<file path="src/rtl/fpb_pkg.sv">
package fpb_pkg;

    localparam int unsigned NREG    = 32;
    localparam int unsigned REG_W   = $clog2(NREG);
    localparam int unsigned OP_W    = 4;
    localparam int unsigned CAUSE_W = 3;
    localparam int unsigned DATA_W  = 32;
    localparam int unsigned SYN_W   = OP_W + REG_W + CAUSE_W;

    typedef enum logic [1:0] {
        SEL_IDENT = 2'd0,
        SEL_CTRL  = 2'd1,
        SEL_EXC   = 2'd2,
        SEL_VOID  = 2'd3
    } sysreg_e;

    typedef struct packed {
        logic [OP_W-1:0]    op;
        logic [REG_W-1:0]   dst;
        logic [CAUSE_W-1:0] cause;
    } syndrome_t;

endpackage

</file>
<file path="src/rtl/fpb_tag_file.sv">
module fpb_tag_file
    import fpb_pkg::*;
#(
    parameter int unsigned N_TAGS = NREG,
    parameter int unsigned IDX_W  = $clog2(N_TAGS)
) (
    input  logic             clk,
    input  logic             rst_n,
    input  logic             set_en,
    input  logic [IDX_W-1:0] set_idx,
    input  logic             clr_all,
    input  logic [IDX_W-1:0] probe_a,
    input  logic [IDX_W-1:0] probe_b,
    input  logic [IDX_W-1:0] probe_d,
    output logic             any_hit
);

    logic [N_TAGS-1:0] tags_d, tags_q;
    logic [N_TAGS-1:0] hit_vec;

    always_comb begin
        tags_d = tags_q;
        if (set_en) tags_d[set_idx] = 1'b1;
        if (clr_all) tags_d = '0;
    end

    always_ff @(posedge clk) begin
        if (!rst_n) tags_q <= '0;
        else        tags_q <= tags_d;
    end

    for (genvar i = 0; i < N_TAGS; i++) begin : g_probe
        localparam logic [IDX_W-1:0] IDX = IDX_W'(i);
        assign hit_vec[i] = tags_q[i] &
                            ((probe_a == IDX) | (probe_b == IDX) | (probe_d == IDX));
    end

    assign any_hit = |hit_vec;

endmodule

</file>
<file path="src/rtl/fpb_drain_counter.sv">
module fpb_drain_counter #(
    parameter int unsigned CNT_W = 4
) (
    input  logic clk,
    input  logic rst_n,
    input  logic inc,
    input  logic dec,
    output logic idle
);

    logic [CNT_W-1:0] cnt_d, cnt_q;

    always_comb begin
        cnt_d = cnt_q;
        case ({inc, dec})
            2'b10:   cnt_d = cnt_q + CNT_W'(1);
            2'b01:   cnt_d = cnt_q - CNT_W'(1);
            default: cnt_d = cnt_q;
        endcase
    end

    always_ff @(posedge clk) begin
        if (!rst_n) cnt_q <= '0;
        else        cnt_q <= cnt_d;
    end

    assign idle = (cnt_q == '0);

endmodule

</file>
<file path="src/rtl/fp_bounce_ctl.sv">
module fp_bounce_ctl
    import fpb_pkg::*;
#(
    parameter logic [31:0] ID_WORD  = 32'h0F1D_0003,
    parameter int unsigned INFL_W   = 4
) (
    input  logic        clk,
    input  logic        rst_n,
    input  logic        iss_valid,
    input  logic [3:0]  iss_op,
    input  logic [4:0]  iss_src_a,
    input  logic [4:0]  iss_src_b,
    input  logic [4:0]  iss_dst,
    output logic        iss_stall,
    output logic        bounce_req,
    input  logic        bounce_ack,
    input  logic        cmp_valid,
    input  logic [3:0]  cmp_op,
    input  logic [4:0]  cmp_dst,
    input  logic        cmp_exc,
    input  logic [2:0]  cmp_cause,
    input  logic        sys_valid,
    input  logic        sys_write,
    input  logic [1:0]  sys_sel,
    input  logic [31:0] sys_wdata,
    output logic        sys_done,
    output logic [31:0] sys_rdata,
    output logic [31:0] ecr
);

    localparam int unsigned PAD_W = DATA_W - 1 - SYN_W;

    typedef struct packed {
        logic              await_ack;
        logic              bounce;
        logic              pend;
        syndrome_t         syn;
        logic [DATA_W-1:0] ctrl;
    } state_t;

    state_t st_d, st_q;

    logic    tag_hit;
    logic    drained;
    logic    accept;
    logic    sys_go;
    logic    exc_take;
    logic    exc_clear;
    sysreg_e sel;

    assign sel       = sysreg_e'(sys_sel);
    assign iss_stall = iss_valid & (tag_hit | st_q.await_ack);
    assign accept    = iss_valid & ~iss_stall;
    assign sys_go    = sys_valid & drained;
    assign exc_take  = cmp_valid & cmp_exc & ~st_q.pend;
    assign exc_clear = sys_go & sys_write & (sel == SEL_EXC) & ~sys_wdata[DATA_W-1];

    fpb_tag_file #(
        .N_TAGS (NREG),
        .IDX_W  (REG_W)
    ) u_tags (
        .clk     (clk),
        .rst_n   (rst_n),
        .set_en  (exc_take),
        .set_idx (cmp_dst),
        .clr_all (exc_clear),
        .probe_a (iss_src_a),
        .probe_b (iss_src_b),
        .probe_d (iss_dst),
        .any_hit (tag_hit)
    );

    fpb_drain_counter #(
        .CNT_W (INFL_W)
    ) u_drain (
        .clk   (clk),
        .rst_n (rst_n),
        .inc   (accept),
        .dec   (cmp_valid),
        .idle  (drained)
    );

    always_comb begin
        st_d = st_q;

        // bounce request and acknowledge wait
        st_d.bounce = iss_valid & tag_hit & ~st_q.await_ack;
        if (st_q.await_ack && bounce_ack) begin
            st_d.await_ack = 1'b0;
        end else if (iss_valid && tag_hit && !st_q.await_ack) begin
            st_d.await_ack = 1'b1;
        end

        // exception capture, at most one outstanding
        if (exc_take) begin
            st_d.pend      = 1'b1;
            st_d.syn.op    = cmp_op;
            st_d.syn.dst   = cmp_dst;
            st_d.syn.cause = cmp_cause;
        end
        if (exc_clear) begin
            st_d.pend = 1'b0;
            st_d.syn  = '0;
        end

        // status/control register write
        if (sys_go && sys_write && sel == SEL_CTRL) begin
            st_d.ctrl = sys_wdata;
        end
    end

    always_ff @(posedge clk) begin
        if (!rst_n) st_q <= '0;
        else        st_q <= st_d;
    end

    assign ecr        = {st_q.pend, {PAD_W{1'b0}}, st_q.syn};
    assign bounce_req = st_q.bounce;
    assign sys_done   = sys_go;

    always_comb begin
        case (sel)
            SEL_IDENT: sys_rdata = ID_WORD;
            SEL_CTRL:  sys_rdata = st_q.ctrl;
            SEL_EXC:   sys_rdata = ecr;
            default:   sys_rdata = '0;
        endcase
    end

endmodule

</file>
<file path="config.mk">
export PLATFORM = sky130hd
export DESIGN_NAME = fp_bounce_ctl
export DESIGN_NICKNAME = d
export VERILOG_FILES = /design/src/rtl/fpb_pkg.sv /design/src/rtl/fpb_tag_file.sv /design/src/rtl/fpb_drain_counter.sv /design/src/rtl/fp_bounce_ctl.sv
export SDC_FILE = /design/constraint.sdc
export NUM_CORES = 1
export LEC_CHECK = 0
export ABC_AREA = 1
export ABC_CLOCK_PERIOD_IN_PS = 3240
export BUFFER_PORTS_ARGS = -buffer_cell sky130_fd_sc_hd__buf_2
export CAP_MARGIN = 20
export CORE_ASPECT_RATIO = 0.75
export CORE_MARGIN = 8
export CORE_UTILIZATION = 52
export DETAILED_ROUTE_END_ITERATION = 8
export PLACE_DENSITY_LB_ADDON = 0.25
export SLEW_MARGIN = 10
export SYNTH_ARGS = -nofsm -noshare
export SYNTH_HDL_FRONTEND = slang
export SYNTH_SLANG_ARGS = --single-unit
export TNS_END_PERCENT = 50
</file>
<file path="constraint.sdc">
create_clock -name clk -period 3.24 [get_ports clk]
set_clock_uncertainty 0.2 [all_clocks]
set_input_delay 0.486 -clock clk [delete_from_list [all_inputs] [get_ports clk]]
set_output_delay 0.486 -clock clk [all_outputs]
set_load 0.05 [all_outputs]
</file>
== Yosys cells after proc, flatten, opt, wreduce, memory -nomap -nowiden ==
Cells that the tools add are included.

* Add/sub/neg operators: 2
* Equality and inequality tests: 97
* Multiplexer cells: 4
* Bitwise gates (word level): 113
* Reduce and logical (&&, ||, !) cells: 16
* Magnitude comparators: 2

{| class="wikitable"
|+ Operator list
! kind !! count
|-
| 5-bit equality test, second input constant || 48
|-
| 5-bit by 4-bit equality test with 1-bit output, second input constant || 24
|-
| 32-bit one-hot mux with 3 select lines || 1
|-
| 1-bit bitwise OR || 65
|-
| 5-bit by 3-bit equality test with 1-bit output, second input constant || 12
|-
| 1-bit AND || 42
|-
| 32-bit bitwise OR || 1
|-
| 32-bit OR reduction || 1
|-
| 5-bit by 2-bit equality test with 1-bit output, second input constant || 6
|-
| 5-bit by 1-bit equality test with 1-bit output, second input constant || 3
|-
| 5-bit zero test || 3
|-
| 4-bit one-hot mux with 2 select lines || 1
|-
| 1-bit logical AND || 6
|-
| 5-bit by 6-bit less-than comparator with 1-bit output, second input constant || 1
|-
| 1-bit demux with 5-bit select || 1
|-
| 5-bit by 1-bit >= comparator with 1-bit output, second input constant || 1
|-
| 1-bit inverter || 5
|-
| 4-bit by 1-bit adder with 4-bit output, second input constant || 1
|-
| 2-bit by 1-bit equality test with 1-bit output, second input constant || 2
|-
| 2-bit equality test, second input constant || 2
|-
| 4-bit zero test || 1
|-
| 2-bit OR reduction || 2
|-
| 4-bit by 1-bit subtractor with 4-bit output, second input constant || 1
|-
| 2-bit zero test || 1
|-
| other kinds (3) || 3
|}

* Input port bits: 73
* Output and inout bits: 67
* Register bits: 83

== Longest topological paths before layout ==
Gate-level depths: netlist of run 1.

* Depth after elaboration: 11
* Mapped depth: 21
* Mapped depth without buffers: 20

== By module ==
Synthesis of run 1 repeated with hierarchy kept, for this count alone.

* Cell total of the unflattened synthesis: 836
* Area total of the unflattened synthesis: 5201.2 sq um

{| class="wikitable"
|+ By module, submodules not included
! module !! cells each !! area an instance (sq um) !! sequential area each (sq um) !! instances
|-
| fp_bounce_ctl || 429 || 2677.6 || 940.9 || 1
|-
| fpb_tag_file || 367 || 2233.4 || 640.6 || 1
|-
| fpb_drain_counter || 40 || 290.3 || 80.1 || 1
|}

== Least setup slack after synthesis of run 1 ==
OpenSTA, ideal clock, no wires.

* Kind: input to register
* From: input port iss_dst[4]
* To: register u_drain.cnt_q[3]
* Setup slack: 0.328 ns
* Buffers on the path: 2
* Library setup time: 0.119 ns
* Stages on the path: 21
* Data required time: 2.921 ns
* Arrival: 2.592 ns
* Path through: buf_4 inv_2 buf_6 nand3_1 nand3_1 nand2_1 nand2_1 nor2_1 nand2_1 nor2_2 nand4_1 ha_1 ha_1 nand2_1 nor2_1 a211oi_1 nor2_1 nor2_1 nand2_1 o21ai_0 a21oi_1

* Cells in the longest elaborated chain, start to end: 10
* Elaborated cells on any way between the ends: 105
* Those cells by class: eq/ne: 33; mux: 1; bitwise: 68; reduce/logical: 3

{| class="wikitable"
|+ Ends and longest elaborated chain
! element !! RTL line !! RTL
|-
| start, declared || fp_bounce_ctl.sv:13 || <nowiki>input logic [4:0] iss_dst,</nowiki>
|-
| 5-bit by 1-bit equality test with 1-bit output (tied with other cells) || fpb_tag_file.sv:35 || <nowiki>((probe_a == IDX) | (probe_b == IDX) | (probe_d == IDX));</nowiki>
|-
| 1-bit bitwise OR || fpb_tag_file.sv:35 ||
|-
| 1-bit AND || fpb_tag_file.sv:34 || <nowiki>assign hit_vec[i] = tags_q[i] &</nowiki>
|-
| 32-bit OR reduction (*) || fpb_tag_file.sv:38 || <nowiki>assign any_hit = |hit_vec;</nowiki>
|-
| 1-bit bitwise OR (*) || fp_bounce_ctl.sv:52 || <nowiki>assign iss_stall = iss_valid & (tag_hit | st_q.await_ack);</nowiki>
|-
| 1-bit AND (*) || fp_bounce_ctl.sv:52 ||
|-
| 1-bit inverter (*) || fp_bounce_ctl.sv:53 || <nowiki>assign accept = iss_valid & ~iss_stall;</nowiki>
|-
| 1-bit AND (*) || fp_bounce_ctl.sv:53 ||
|-
| 2-bit by 1-bit equality test with 1-bit output / 2-bit equality test (equally long branches) || fpb_drain_counter.sv:15 || <nowiki>case ({inc, dec})</nowiki>
|-
| 4-bit one-hot mux with 2 select lines / 2-bit nonzero test (equally long branches) || - ||
|-
| end signal, assigned || fpb_drain_counter.sv:24 || <nowiki>else cnt_q <= cnt_d;</nowiki>
|-
| end, declared || fpb_drain_counter.sv:11 || <nowiki>logic [CNT_W-1:0] cnt_d, cnt_q;</nowiki>
|}

Mark *: on every way between the ends. The rest lies on a longest branch, timed or not.
A chain may end at the register's enable or synchronous reset.

== Worst setup path in the final report of run 1 ==
* From: input port iss_dst[1]
* To: register u_drain.cnt_q[3]

The elaborated chain is that of the path after synthesis.

==> results of run 1 <==
[where the power goes]
part / switching (W) / total, W / internal [W]
Clock: 0.000394 / 0.00111 / 0.000712
Combinational: 0.000355 / 0.000487 / 0.000131
Sequential: 0.0000211 / 0.00107 / 0.00105
Total: 0.000770 / 0.00267 / 0.00190
[critical path: cells and delay by family]
kind	cells	cell delay, ns
compound gates	3	0.34
fa+ha+maj	2	0.48
buf+inv	2	0.25
simple gates	14	1.42
[routing by layer]
metal  share of wire  vias up
met1            0.43     2311
met2            0.46      237
met4           0.023        0
met3           0.090       39
li1                -     2497
met5               0        -
[cell usage in the layout, fill, tap and decap left out, drive strengths merged]
master	count
nor2	142
buf	137
nand3	135
nand2	124
dfxtp	83
a21oi	60
inv	53
o21ai	39
conb	19
clkbuf	11
nor3	10
clkinv	3
ha	3
bufinv	2
nand4	1
o31ai	1
a211oi	1
xnor2	1
fa	1
[layout make-up]
class                      count  area [um2]
inverter                      53       206.4
tap                          112       140.1
clock buffer                  11       252.7
clock inverter                 5       75.07
fill                         845        3348
sequential                    83        1662
timing repair buffer         137       738.2
multi-input combinational    537        2511
[path summary, 6_finish.rpt]
check                    from               end  slack, ns  cells past startpoint
min reg2reg          st_q[28]          st_q[28]       0.25                      2
max                iss_dst[1]  u_drain.cnt_q[3]       0.28                     21
max reg2reg  u_drain.cnt_q[2]          st_q[14]       0.74                      8
min              sys_wdata[7]           st_q[7]       0.17                      3
[flip-flops by register name, indices dropped and copies added (netlist names)]
signal / cells
bounce_req: 1
st_q: 33
u_tags.tags_q: 32
ecr: 13
u_drain.cnt_q: 4
[metrics by stage]
step | hold slack (ns) | power (W) | instances
after floorplan | 0.2302 | 0.001455 | 736
after global placement | 0.2389 | 0.001558 | 922
after detailed placement | 0.2442 | 0.001570 | 922
after CTS | 0.1674 | 0.002666 | 938
after global routing | 0.1759 | 0.002769 | 938
final | 0.1692 | 0.002665 | 938
[kinds of logic after synthesis]
kind of cell / count (synthesis) / share of synthesized area
xor gates and xnor gates: 1 / 0.001856
adders and majority gates: 4 / 0.01220
AOI/OAI and AO/OA: 101 / 0.1174
and+or+nand+nor: 412 / 0.3823
buffers and inverters: 116 / 0.1334
other: 1 / 0.0007946
DFF: 83 / 0.3521
[what timing repair did]
| item | in CTS | in global routing |
|---|---|---|
| endpoints found under the setup margin | 0 | 1 |
| hold endpoints to repair | 0 | 0 |
| resized for setup | 0 | 9 |
==> metrics.md, run 1 <==
| Metric | Value |
|---|---|
| Status | completed |
| Slowest CP cell | nor2_2 |
| Met1 usage | 0.2920 |
| Top post-synthesis cells by area | dfxtp_1 (35%), nand3_1 (14%), nor2_1 (10%) |
| Synth area leader | dfxtp_1 |
| Avg Cell Area, Syn | 6.573 um2 |
| Die H | 98.51 um |
| DRT Pass-1 Iters | 5 |
| Fmax | 337.7 MHz |
| Ant diodes | 0 |
| Worst hold path type | in2reg |
| Worst Tran Pin Value | 0.7346 ns |
| Startpoint Class | input pin |
| DRC viols | 0 |
| First-pass GRT wire length | 23.27 mm |
| Worst-path cell chain | buf_2, buf_4, nor2_2, nand3_1, nand3_1, nand2_1, nand2_1, nor2_1, nand2_1, nor2_4, nand4_1, ha_2, ha_1, nand2_1, nor2_1, a211oi_2, nor2_1, nor2_1, nand2_1, o21ai_1, a21oi_1 |
| Core Rows | 30 |
| Sequential share of the synthesized area | 0.3521 |
| Final worst setup slack | 0.2787 ns |
| Placer congestion estimate | 0.9328 |
| TritonCTS buffer count | 9 |
| Final hold violation count | 0 |
| Setup violations, final | 0 |
| Die X | 126.0 um |
| Share of cells above drive strength 1 | 0.2312 |
| VDD IR max | 0.0003864 V |
| Overflow after GRT | 0 |
| Synth top area share | 0.3521 |
| Area Growth Syn to Fin | 18.35% |
| Post-DP Area | 0.005238 mm2 |
| Slew Limit Fails | 0 |
| Final Cell Area | 0.005585 mm2 |
| WL per Instance | 15.04 um |
| Most frequent cell after synthesis | nand3_1 |
| Unrepaired setup endpoints after global routing | no |
| CP peak stage delay | 0.38 ns |
| Nets | 898 |
| Largest net degree at the start of global routing | 46 |
| Synth cell types | 29 |
| Final HPWL from detailed placement | 10.42 mm |
| Crit path capture type | flop |
| Clock Path Buffers | 2 |
| Crit Path Class | in2reg |
| Initial antenna violation count | 0 |
| Worst-Skew Late Latency | 0.34 ns |
| Reg clk slew, reported paths | 0.06 ns |
| Hold_buf cts | 0 |
| Vias in the first global route | 4,835 |
| Most instantiated cells after synthesis | nand3_1 (133), nor2_1 (126), nand2_1 (123) |
| PD cells | 477.2 mW/mm2 |
| Starting Density | 0.5283 |
| FFs w/ async S/R, synth | 0 |
| Post-synthesis instance total | 718 |
| ANT nets after route | 0 |
| LEAKAGE | 2.763 nW |
| DR vias/cell | 5.420 |
| Fin crit period | 2.961 ns |
| Total Wirelength | 14.11 mm |
| Clock tree sinks | 83 |
| Post-synth EDFFs | 0 |
| CORE AREA | 0.008934 mm2 |
| Critical Path RT | 3.27 ns |
| CP dominant cell by count | nand2_1 |
| Drt initial violations | 505 |
| CP arrival | 2.99 ns |
| Post-layout util | 0.6252 |
| Cell area after synthesis | 0.004720 mm2 |
| Worst rel slew slack | 0.5097 |
| H-tree depth | 3 |
| Met2 usage | 0.3506 |
| GRT Util Overall | 0.2262 |
| Dpl ws | -0.1081 ns |
| Detailed-route via count | 5,084 |
| Post-CTS setup buffers | 0 |
| Busiest grt layer | met2 |
| Total negative slack | 0 ns |
| Port bufs | 116 |
| Crit Path Max Fanout | 8 |
| Tcrit/Tclk final | 0.9140 |
| Full die area | 0.01241 mm2 |
| M3 GR Usage | 0.06419 |
| I/O Pins | 140 |
| Synthesized flop and latch total | 83 |
| MaxCap Viol Count | 0 |
| CTS tree | built |
| Clock Tree Root | clkbuf_16 |
| Synth warnings | 0 |
| Ys flop type | dfxtp_1 |
Power figures use the tool's default switching activity.
==> run 2, diff against run 1 <==
--- a/config.mk
+++ b/config.mk
@@ -7,12 +7,13 @@
 export LEC_CHECK = 0
 export ABC_AREA = 1
 export ABC_CLOCK_PERIOD_IN_PS = 3240
-export BUFFER_PORTS_ARGS = -buffer_cell sky130_fd_sc_hd__buf_2
+export BUFFER_PORTS_ARGS = -buffer_cell sky130_fd_sc_hd__clkbuf_2
 export CAP_MARGIN = 20
 export CORE_ASPECT_RATIO = 0.75
 export CORE_MARGIN = 8
 export CORE_UTILIZATION = 52
 export DETAILED_ROUTE_END_ITERATION = 8
+export GPL_TIMING_DRIVEN = 0
 export PLACE_DENSITY_LB_ADDON = 0.25
 export SLEW_MARGIN = 10
 export SYNTH_ARGS = -nofsm -noshare
==> metrics.md, run 2 (synthesized netlist as in run 1, its figures left out) <==
| Metric | Value |
|---|---|
| GRT Util Overall | 0.2399 |
| Area Growth Syn to Fin | 23.65% |
| Ant diodes | 0 |
| Die H | 98.51 um |
| CP peak stage delay | 0.50 ns |
| Final total power | 0.002653 W |
| Final HPWL from detailed placement | 11.70 mm |
| LEAKAGE | 2.879 nW |
| Layout Cells excl Fill | 978 |
| Dpl ws | -0.3032 ns |
| DR vias/cell | 5.446 |
| Clock tree sinks | 83 |
| Worst-path cell chain | clkbuf_2, nor2_1, nand3_1, nand3_1, nand2_1, nand2_1, nor2_1, nand2_1, nor2_2, nand4_1, ha_1, ha_1, nand2_1, nor2_1, a211oi_2, nor2_1, nor2_1, nand2_1, o21ai_0, a21oi_1 |
| Worst Tran Pin Value | 0.7426 ns |
| CP arrival | 3.10 ns |
| Initial antenna violation count | 0 |
| Worst path top cell family by delay | simple AND/OR/NAND/NOR gates |
| Vias in the first global route | 5,205 |
| Final worst setup slack | 0.1599 ns |
| Cells after DPL | 961 |
| Port bufs | 113 |
| WL per Instance | 15.55 um |
| Starting Density | 0.5283 |
| Tcrit/Tclk final | 0.9507 |
| Worst hold path type | in2reg |
| Filler cells | 804 |
| Top reg by flops | st_q |
| Clock Path Buffers | 2 |
| Critical Path RT | 3.26 ns |
| TritonCTS buffer count | 9 |
| Most frequent cells in the layout | nand3_1 (133), nand2_1 (123), nor2_1 (120) |
| Hold_buf cts | 0 |
| CTS tree | built |
| Detailed-route via count | 5,326 |
| Slew Limit Fails | 0 |
| Met1 usage | 0.3018 |
| Crit path capture type | flop |
| H-tree depth | 3 |
| I/O Pins | 140 |
| Largest register FFs | 33 |
| Full die area | 0.01241 mm2 |
| MaxCap Viol Count | 0 |
| Worst rel slew slack | 0.5031 |
| Crit Path Max Fanout | 8 |
| Core Rows | 30 |
| Setup violations, final | 0 |
| Drt initial violations | 628 |
| Most common cell after layout, fill and taps aside | nand3_1 |
| Buf+Inv Stages, Crit Path | 1 |
| First-pass GRT wire length | 24.45 mm |
| Overflow after GRT | 0 |
| Die X | 126.0 um |
| Fmax | 324.7 MHz |
| Slowest CP cell | nor2_1 |
| CORE AREA | 0.008934 mm2 |
| Share of cells above drive strength 1 | 0.2529 |
| Placer congestion estimate | 0.9554 |
| Status | completed |
| Total Wirelength | 15.21 mm |
| Crit Path Class | in2reg |
| Post-DP Area | 0.005493 mm2 |
| Final Cell Area | 0.005836 mm2 |
| Startpoint Class | input pin |
| Met2 usage | 0.3749 |
| PD cells | 454.7 mW/mm2 |
| Final hold violation count | 0 |
| DRT Pass-1 Iters | 5 |
| Worst-Skew Late Latency | 0.34 ns |
| Reg clk slew, reported paths | 0.06 ns |
| Fin crit period | 3.080 ns |
| DRC viols | 0 |
| Clock Tree Root | clkbuf_16 |
| M3 GR Usage | 0.08846 |
| Busiest grt layer | met2 |
| Nets | 938 |
| Largest net degree at the start of global routing | 13 |
| VDD IR max | 0.0003499 V |
| ANT nets after route | 0 |
run 2: cell count changes in the layout (fill, tap and decap cells not counted), sizes merged:
cell    previous run  this run
clkbuf            11       141
clkinv             3         0
bufinv             2         1
buf              137        51
run 2: metrics by stage:
stage                       util  hold WS (ns)   TNS [ns]
final                     0.6532        0.1657          0
after detailed placement  0.6148        0.2475    -0.3032
after global routing      0.6532        0.1746  -0.008155
after global placement    0.6148        0.2397    -0.1853
after floorplan                -        0.2302          0
after CTS                 0.6493        0.1644          0
run 2: final timing paths:
| path | startpoint | end | slack (ns) | cells past startpoint |
|---|---|---|---|---|
| worst max register to register | u_tags.tags_q[16] | u_drain.cnt_q[3] | 0.64 | 16 |
| worst max-delay path | iss_dst[3] | u_drain.cnt_q[3] | 0.16 | 20 |
| worst min register to register | st_q[23] | st_q[23] | 0.25 | 2 |
| worst min-delay path | sys_wdata[7] | st_q[7] | 0.17 | 3 |
run 2: what timing repair did:
item                                    4_1_cts  5_1_grt
setup buffers                                 0        0
resized for setup                             0       11
endpoints found under the setup margin        0        1
run 2: tightest hold or removal path, delay by kind of cell:
family | cells | cell delay [ns]
buf+inv | 1 | 0.07
simple gates | 2 | 0.11
run 2: layout make-up:
class,count,area (um2),share of cell area
Multi-Input combinational cell,537,2526,0.4329
Sequential cell,83,1662,0.2847
Timing Repair Buffer,114,570.5,0.09777
Buffer,63,427.9,0.07333
Clock buffer,15,277.8,0.04760
Inverter,53,201.4,0.03452
Tap cell,112,140.1,0.02401
Clock inverter,1,30.03,0.005146
run 2: power breakdown:
group,leakage (nW),switching (W),internal (W)
logic,2.06,0.000375,0.000153
clock network,0.150,0.000393,0.000661
registers,0.672,0.0000207,0.00105
run 2: per-layer routing:
| layer | wire length [um] | part of all wire | vias to the layer above |
|---|---|---|---|
| met5 | 0 | 0 | - |
| met4 | 287 | 0.019 | 0 |
| met3 | 1672 | 0.11 | 35 |
| met2 | 6800 | 0.45 | 296 |
| met1 | 6444 | 0.42 | 2414 |
| li1 | - | - | 2581 |
